### config.mk
export PLATFORM = sky130hd
export DESIGN_NAME = upwr_ctrl
export DESIGN_NICKNAME = d
export VERILOG_FILES = /design/src/rtl/upwr_pkg.sv /design/src/rtl/upwr_regs.sv /design/src/rtl/upwr_fsm.sv /design/src/rtl/upwr_ctrl.sv
export SDC_FILE = /design/constraint.sdc
export NUM_CORES = 1
export LEC_CHECK = 0
export ABC_AREA = 1
export BUFFER_PORTS_ARGS = -buffer_cell sky130_fd_sc_hd__buf_2
export CAP_MARGIN = 20
export CORE_MARGIN = 2
export CORE_UTILIZATION = 30
export DETAILED_ROUTE_END_ITERATION = 7
export SYNTH_ARGS = -nofsm -noshare
export SYNTH_HDL_FRONTEND = slang
export SYNTH_SLANG_ARGS = --single-unit
### constraint.sdc
create_clock -name clk -period 0.88 [get_ports clk]
set_input_delay 0.176 -clock clk [delete_from_list [all_inputs] [get_ports clk]]
set_output_delay 0.176 -clock clk [all_outputs]
set_load 0.01 [all_outputs]
### src/rtl/upwr_pkg.sv
package upwr_pkg;

    localparam int REG_W = 8;
    localparam int N_SRC = 2;

    // status register bit positions (software decodes these)
    localparam int ST_CALL  = 0;
    localparam int ST_ALARM = 1;
    localparam int ST_TAMP  = 2;
    localparam int ST_HOLD  = 3;
    localparam int ST_BATT  = 7;

    // enable register bit positions
    localparam int EN_CALL  = 0;
    localparam int EN_ALARM = 1;
    localparam int EN_TAMP  = 2;
    localparam int EN_CLR   = 4;
    localparam int EN_EXTB  = 7;

    localparam logic [REG_W-1:0] ST_STORE_MASK =
        REG_W'((1 << ST_BATT) | (1 << ST_TAMP));
    localparam logic [REG_W-1:0] EN_MASK =
        REG_W'((1 << EN_EXTB) | (1 << EN_CLR) | (1 << EN_TAMP) |
               (1 << EN_ALARM) | (1 << EN_CALL));

    typedef enum logic [1:0] {
        PS_OFF,
        PS_REQUEST,
        PS_UNATTENDED,
        PS_SWITCHED
    } pwr_state_t;

endpackage

### src/rtl/upwr_regs.sv
module upwr_regs
    import upwr_pkg::*;
(
    input  logic             clk,
    input  logic             rst_n,
    input  logic             wr_en,
    input  logic             wr_sel,
    input  logic [REG_W-1:0] wr_data,
    input  logic [N_SRC-1:0] src_set,
    input  logic             hold_clr,
    output logic [REG_W-1:0] stat_o,
    output logic [REG_W-1:0] ena_o,
    output logic [N_SRC-1:0] flag_o,
    output logic             hold_o
);

    logic             wr_stat;
    logic             wr_ena;
    logic [REG_W-1:0] store_q;
    logic [REG_W-1:0] ena_q;
    logic             hold_q;

    assign wr_stat = wr_en && !wr_sel;
    assign wr_ena  = wr_en &&  wr_sel;

    always_ff @(posedge clk) begin
        if (!rst_n) begin
            store_q <= '0;
            ena_q   <= '0;
        end else begin
            if (wr_stat) store_q <= wr_data & ST_STORE_MASK;
            if (wr_ena)  ena_q   <= wr_data & EN_MASK;
        end
    end

    // hardware clear of the hold bit outranks a software write
    always_ff @(posedge clk) begin
        if (!rst_n)        hold_q <= 1'b0;
        else if (hold_clr) hold_q <= 1'b0;
        else if (wr_stat)  hold_q <= wr_data[ST_HOLD];
    end

    // one cause flag per event source; set has priority over clear
    for (genvar i = 0; i < N_SRC; i++) begin : g_flag
        logic f_q;
        always_ff @(posedge clk) begin
            if (!rst_n)                       f_q <= 1'b0;
            else if (src_set[i])              f_q <= 1'b1;
            else if (wr_stat && !wr_data[i])  f_q <= 1'b0;
        end
        assign flag_o[i] = f_q;
    end

    always_comb begin
        stat_o                 = store_q;
        stat_o[ST_HOLD]        = hold_q;
        stat_o[N_SRC-1:0]      = flag_o;
    end

    assign ena_o  = ena_q;
    assign hold_o = hold_q;

endmodule

### src/rtl/upwr_fsm.sv
module upwr_fsm
    import upwr_pkg::*;
(
    input  logic clk,
    input  logic rst_n,
    input  logic sw_on,
    input  logic wake_hit,
    input  logic hold,
    output logic grant,
    output logic pwr_req,
    output logic pwr_en
);

    pwr_state_t state_q;
    pwr_state_t state_d;

    always_comb begin
        state_d = state_q;
        unique case (state_q)
            PS_OFF: begin
                if (sw_on)         state_d = PS_SWITCHED;   // SW_ON
                else if (wake_hit) state_d = PS_REQUEST;    // EVENT
            end
            PS_REQUEST: begin
                if (sw_on) state_d = PS_SWITCHED;           // SW_ON
                else       state_d = PS_UNATTENDED;         // GRANT
            end
            PS_UNATTENDED: begin
                if (sw_on)     state_d = PS_SWITCHED;       // SW_ON
                else if (hold) state_d = PS_OFF;            // RELEASE
            end
            PS_SWITCHED: begin
                if (!sw_on) state_d = hold ? PS_OFF         // SW_OFF
                                           : PS_UNATTENDED; // HANDOFF
            end
            default: state_d = PS_OFF;
        endcase
    end

    always_ff @(posedge clk) begin
        if (!rst_n) state_q <= PS_OFF;
        else        state_q <= state_d;
    end

    always_comb begin
        grant   = 1'b0;
        pwr_req = 1'b0;
        pwr_en  = 1'b1;
        unique case (state_q)
            PS_OFF: begin
                pwr_en = 1'b0;
                grant  = !sw_on && wake_hit;
            end
            PS_REQUEST:    pwr_req = 1'b1;
            PS_UNATTENDED: pwr_en  = 1'b1;
            PS_SWITCHED:   pwr_en  = 1'b1;
            default:       pwr_en  = 1'b0;
        endcase
    end

endmodule

### src/rtl/upwr_ctrl.sv
module upwr_ctrl
    import upwr_pkg::*;
(
    input  logic             clk,
    input  logic             rst_n,
    input  logic             alarm_hit,
    input  logic             ring_hit,
    input  logic             sw_on,
    input  logic             wr_en,
    input  logic             wr_sel,
    input  logic [REG_W-1:0] wr_data,
    input  logic             rd_sel,
    output logic [REG_W-1:0] rd_data,
    output logic             pwr_req,
    output logic             pwr_en,
    output logic             irq
);

    logic [N_SRC-1:0] src_evt;
    logic [N_SRC-1:0] src_ena;
    logic [N_SRC-1:0] src_hit;
    logic [N_SRC-1:0] flag_w;
    logic [REG_W-1:0] stat_w;
    logic [REG_W-1:0] ena_w;
    logic             hold_w;
    logic             grant_w;
    logic             tamp_w;

    // source index matches the flag and enable bit positions
    assign src_evt[ST_CALL]  = ring_hit;
    assign src_evt[ST_ALARM] = alarm_hit;
    assign src_ena           = ena_w[N_SRC-1:0];
    assign src_hit           = src_evt & src_ena;
    assign tamp_w            = stat_w[ST_TAMP];

    upwr_regs u_regs (
        .clk      (clk),
        .rst_n    (rst_n),
        .wr_en    (wr_en),
        .wr_sel   (wr_sel),
        .wr_data  (wr_data),
        .src_set  (src_hit),
        .hold_clr (grant_w),
        .stat_o   (stat_w),
        .ena_o    (ena_w),
        .flag_o   (flag_w),
        .hold_o   (hold_w)
    );

    upwr_fsm u_fsm (
        .clk      (clk),
        .rst_n    (rst_n),
        .sw_on    (sw_on),
        .wake_hit (|src_hit),
        .hold     (hold_w),
        .grant    (grant_w),
        .pwr_req  (pwr_req),
        .pwr_en   (pwr_en)
    );

    assign rd_data = rd_sel ? ena_w : stat_w;
    assign irq     = (|(flag_w & src_ena)) || (tamp_w && ena_w[EN_TAMP]);

endmodule

Yosys cells after proc, flatten, opt, wreduce, memory -nomap -nowiden --
Index checks and enable logic that the tools add are counted.
Storage, ports and cells: bits in registers 12, input port bits 16, output and inout port bits 11, logic and storage cells 49
Operators by class: equal/unequal tests 6, muxes and demuxes 16, bitwise operators 3, reduce and logical (&&, ||, !) cells 18
Operators with widths (count):
- $mux 2 | 6
- $mux 1 | 8
- $mux 8 | 1
- $pmux 2 s4 | 1
- $logic_and 1x1->1 | 6
- $reduce_or 2->1 | 3
- $and 2x2->2 | 2
- $eq 2x2->1 const B | 2
- $logic_not 1->1 | 4
- $reduce_bool 2->1 | 2
- $ne 3x2->1 const B | 1
- $ne 3x3->1 const B | 1
- $reduce_and 3->1 | 1
- $eq 2x1->1 const B | 1
- $logic_not 2->1 | 1
- $ne 2x2->1 const B | 1
- $logic_or 1x1->1 | 1
- $not 1->1 | 1

Depth between registers and ports, before layout --
depth after elaboration 5, mapped depth 7, gate-level depth less buffers 7

Modules after synthesis --
A second synthesis with hierarchy kept.
Unflattened totals: cell total of the unflattened synthesis 126, area total of the unflattened synthesis 758.2 µm²
Modules (own cells, without submodules):
- upwr_regs | instances 1, cells an instance 63, area an instance 461.7 µm²
- upwr_fsm | instances 1, cells an instance 29, area an instance 150.1 µm²
- upwr_ctrl | instances 1, cells an instance 34, area an instance 146.4 µm²

Worst setup path after synthesis --
OpenSTA, ideal clock, no wires.
path type reg-to-reg, start point reg u_fsm.state_q[0], end point reg u_fsm.state_q[0], data arrival time 0.828 ns, data required time 0.765 ns, setup slack -0.063 ns, stages on the path, launching flop included 7, cells stage by stage dfxtp_1 inv_2 nand2_2 nor2_2 nand2_1 a21oi_1 nor2_1
On the way: cells in the longest elaborated chain, start to end 3
Ends and longest elaborated chain:
- from (decl) | line upwr_fsm.sv:14 | pwr_state_t state_q;
- from (signal assigned) | line upwr_fsm.sv:42 | else state_q <= state_d;
- $eq 2x2->1 / $logic_not 2->1 (equally long branches) | line upwr_fsm.sv:19 | unique case (state_q)
- $ne 3x3->1 (no source line) (tied with other cells)
- $reduce_and 3->1 (no source line)
Several ways; a longest one is shown, not always the timed one. A chain may end at the register's enable or synchronous reset.

Worst setup path in the final report --
start point reg u_regs.g_flag[1].f_q, end point out rd_data[1]
On the way: cells in the longest elaborated chain, start to end 1
Ends and longest elaborated chain:
- from (decl) | line upwr_regs.sv:45 | logic f_q;
- from (signal assigned) | line upwr_regs.sv:47 | if (!rst_n) f_q <= 1'b0;
- from (signal assigned) | line upwr_regs.sv:48 | else if (src_set[i]) f_q <= 1'b1;
- from (signal assigned) | line upwr_regs.sv:49 | else if (wr_stat && !wr_data[i]) f_q <= 1'b0;
- $mux 8 | line upwr_ctrl.sv:61 | assign rd_data = rd_sel ? ena_w : stat_w;
- to (decl) | line upwr_ctrl.sv:13 | output logic [REG_W-1:0] rd_data,
Every way passes these cells.

==> implementation parameters <==
Parameter                              Value

Floorplanning
  Core Footprint ... 1940 um2
  Effective utilization at floorplan ... 31.3%
  Die outline height ... 49.0 um
  Width of the die ... 49.0 um
  Die Footprint ... 2400 um2
  Row count ... 16
  Number of placed I/O pins ... 27

Finish
  Number of nets in the final layout ... 144
  Layout cells sized above 1 ... 65.1%
  Number of antenna cells inserted ... 0
  Area overhead of the layout relative to synthesis ... 71.3%
  Layout fillers ... 205

Critical path
  Worst path cell trace ... mux2_4, buf_6
  Endpoint arrival time on the critical path ... 990 ps
  Kind of capture point of the worst setup path ... output pin
  Required time of the critical path ... 700 ps
  CP Class ... flop to output pin
  Number of cells on the worst reg-to-reg path ... 7
  Delay contributed by the slowest stage of the critical path ... 340 ps
  Slowest library cell on the worst path ... sky130_fd_sc_hd__dfxtp_2
  Critical Path Source Type ... flop
  Critical-path maximum fanout ... 3

Route
  Number of iterations in the first detailed-routing pass ... 4
  Remaining antenna violation count ... 0
  Routed via count ... 709
  Routed wire length ... 1630 um
  Vias per std cell ... 4.63
  Iteration-0 DRC Markers ... 8
  DRC errors left ... 0
  Mean routed wirelength per cell ... 10.6 um

STA
  Number of hold-slack violations in the final timing report ... 0
  Total setup violations reported at the end of the flow ... 12
  Share of the cycle needed by the critical path after routing ... 133%
  Clock period minus final worst setup slack ... 1170 ps
  Final Max Tran Viols ... 0
  Unrepaired setup endpoints after global routing ... yes
  Fmax ... 855 MHz
  Smallest hold slack ... 177 ps
  Worst setup slack after layout ... -289 ps
  Worst Clk Skew ... 0.840 ps

Run status
  Violations in the final reports ... negative setup slack
  Result of the run ... complete, but fails checks

Yosys
  Total standard cell area after synthesis ... 607 um2
  Synth area leader ... sky130_fd_sc_hd__dfxtp_1
  Synth cell count leaders ... sky130_fd_sc_hd__nand2_1, sky130_fd_sc_hd__nor2_1, sky130_fd_sc_hd__o21ai_0, sky130_fd_sc_hd__dfxtp_1, sky130_fd_sc_hd__inv_1
  Share of the yosys chip area belonging to registers ... 39.6%
  Fraction of the mapped netlist area in compound gates ... 16.9%
  Xor-xnor portion of the synthesized cell area ... 0%
  Yosys cell types ... 17
  Warning count from the yosys run ... 0
  Main combinational cell family by area after synthesis ... simple AND/OR/NAND/NOR gates
  Simple-gate share of the synthesized area ... 29.1%
  Ys flop type ... sky130_fd_sc_hd__dfxtp_1
  Fraction of registers with async set or reset after synthesis ... 0%
  Ranking of synthesized cells by area ... sky130_fd_sc_hd__dfxtp_1, sky130_fd_sc_hd__nand2_1, sky130_fd_sc_hd__o21ai_0
  Synthesized instance count ... 89
  Post-synth top area share ... 39.6%
  Arithmetic-cell share of the synthesized area counting full adders, half adders and majority gates ... 0%
  Synth Area per Inst ... 6.82 um2
  Most repeated cell in the gate-level netlist after synthesis ... sky130_fd_sc_hd__nand2_1
  Multiplexer share of the synthesized area ... 3.71%
  Number of synthesized register bits ... 12
  EDFF count, synth ... 0

Clock network
  Maximum level of the CTS H-tree ... 1
  Hold bufs inserted after CTS ... 0
  Deepest clock path buffer count ... 2
  TritonCTS clock tree ... built
  Clock transition at the register clock pins on the worst setup and hold paths after CTS ... 70 ps
  Clock Sinks ... 12
  Clk Tree Root Cell ... sky130_fd_sc_hd__clkbuf_4
  Number of buffers created by CTS ... 3
  Skew-Pair Late Insertion Delay ... 260 ps

Global route
  Number of global-route vias before repair ... 668
  Total global routing overflow ... 0
  Number of antenna violations at the first check in global routing ... 0
  GRT Util Overall ... 15.0%
  Largest net degree at the start of global routing ... 10
  Wire length of the first global-routing pass ... 2840 um

Power
  Static leakage ... 0.516 nW
  Worst supply voltage drop on vdd ... 0.000706 V
  Total power density per cell area ... 1450 nW/um2

Placement
  IO Port Bufs ... 22
  Placement-stage worst setup slack ... -77.0 ps
  Last weighted congestion value of the routability-driven placer ... 0.721
  Post-DP HPWL ... 1090 um

Worst hold path
  WHS Path Cells ... 3
  Class of the tightest hold or removal check ... input port to flop

Run
  Number of violations of the max-capacitance limit ... 0
[flip-flops by register name (all words and copies together) (netlist names)]
signal and cells:
u_regs.g_flag.f_q 2, u_fsm.state_q 2, u_regs.ena_o 5, u_regs.hold_o 1, u_regs.store_q 2
[placed cells by master, fill, tap and decap left out, types with 5 or more instances in the layout]
cell type / n
sky130_fd_sc_hd__buf_2: 17
sky130_fd_sc_hd__nand2_1: 11
sky130_fd_sc_hd__nor2_1: 11
sky130_fd_sc_hd__buf_6: 11
sky130_fd_sc_hd__dfxtp_2: 10
sky130_fd_sc_hd__o21ai_0: 9
sky130_fd_sc_hd__buf_4: 8
sky130_fd_sc_hd__inv_2: 5
sky130_fd_sc_hd__nand2_4: 5
sky130_fd_sc_hd__a21oi_1: 5
[per-layer routing]
layer / global-route usage (%) / vias up / wire, um
li1: - / 354 / -
met1: 17.5 / 332 / 677
met2: 25.8 / 21 / 856
met3: 2.45 / 2 / 82
met4: 8.57 / 0 / 9
met5: 0 / - / 0
[area by class of cell]
cell class | instances | area, um2 | area share (%)
flip-flops and latches | 12 | 256 | 24.7
well taps | 27 | 33.8 | 3.25
repair buffers | 36 | 269 | 25.9
clock buffers | 3 | 22.5 | 2.17
inverters | 11 | 46.3 | 4.45
multi-input cells | 64 | 412 | 39.6
[critical path, delay by kind of cell (launching register included)]
family                 cells  cell delay (ps)
multiplexers               1              270
buffers and inverters      1              120
flip-flops                 1              340
[worst paths after layout]
kind	from	to	slack (ps)
max reg2reg	u_fsm.state_q[0]	u_fsm.state_q[0]	-100
min reg2reg	u_regs.store_q[7]	u_regs.store_q[7]	450
max	u_regs.g_flag[1].f_q	rd_data[1]	-290
min	wr_data[4]	u_regs.ena_o[4]	180
[power breakdown]
group	leakage, nW	internal [mW]	switching (mW)	total [mW]
combinational	0.399	0.270	0.266	0.535
clock	0.0138	0.158	0.171	0.330
sequential	0.103	0.597	0.0428	0.639
total	0.516	1.02	0.480	1.50
[per-stage QoR]
step                      instance area [um2]  instances  TNS (ps)  utilization, %  total power [mW]
final                                    1040        153     -1920            53.5              1.50
after global routing                     1040        153     -2540            53.5              1.61
after CTS                                 943        150     -1940            48.6              1.43
after floorplan                           618         90     -34.7               -             0.843
after detailed placement                  787        142      -366            40.5             0.977
after global placement                    787        142      -331            40.5             0.970
[logic make-up after synthesis]
family / after synthesis
AO/OA/AOI/OAI: 20
multiplexers: 2
other: 1
buffers and inverters: 14
flip-flops: 12
AND/OR/NAND/NOR: 40
[what timing repair did]
action | CTS | global route
gates cloned | 0 | 0
buffers inserted | 6 | 3
resized for setup | 33 | 25
pin swaps | 6 | 9
endpoints found under the setup margin | 11 | 12
No activity file was read; power rests on OpenSTA's default activity.
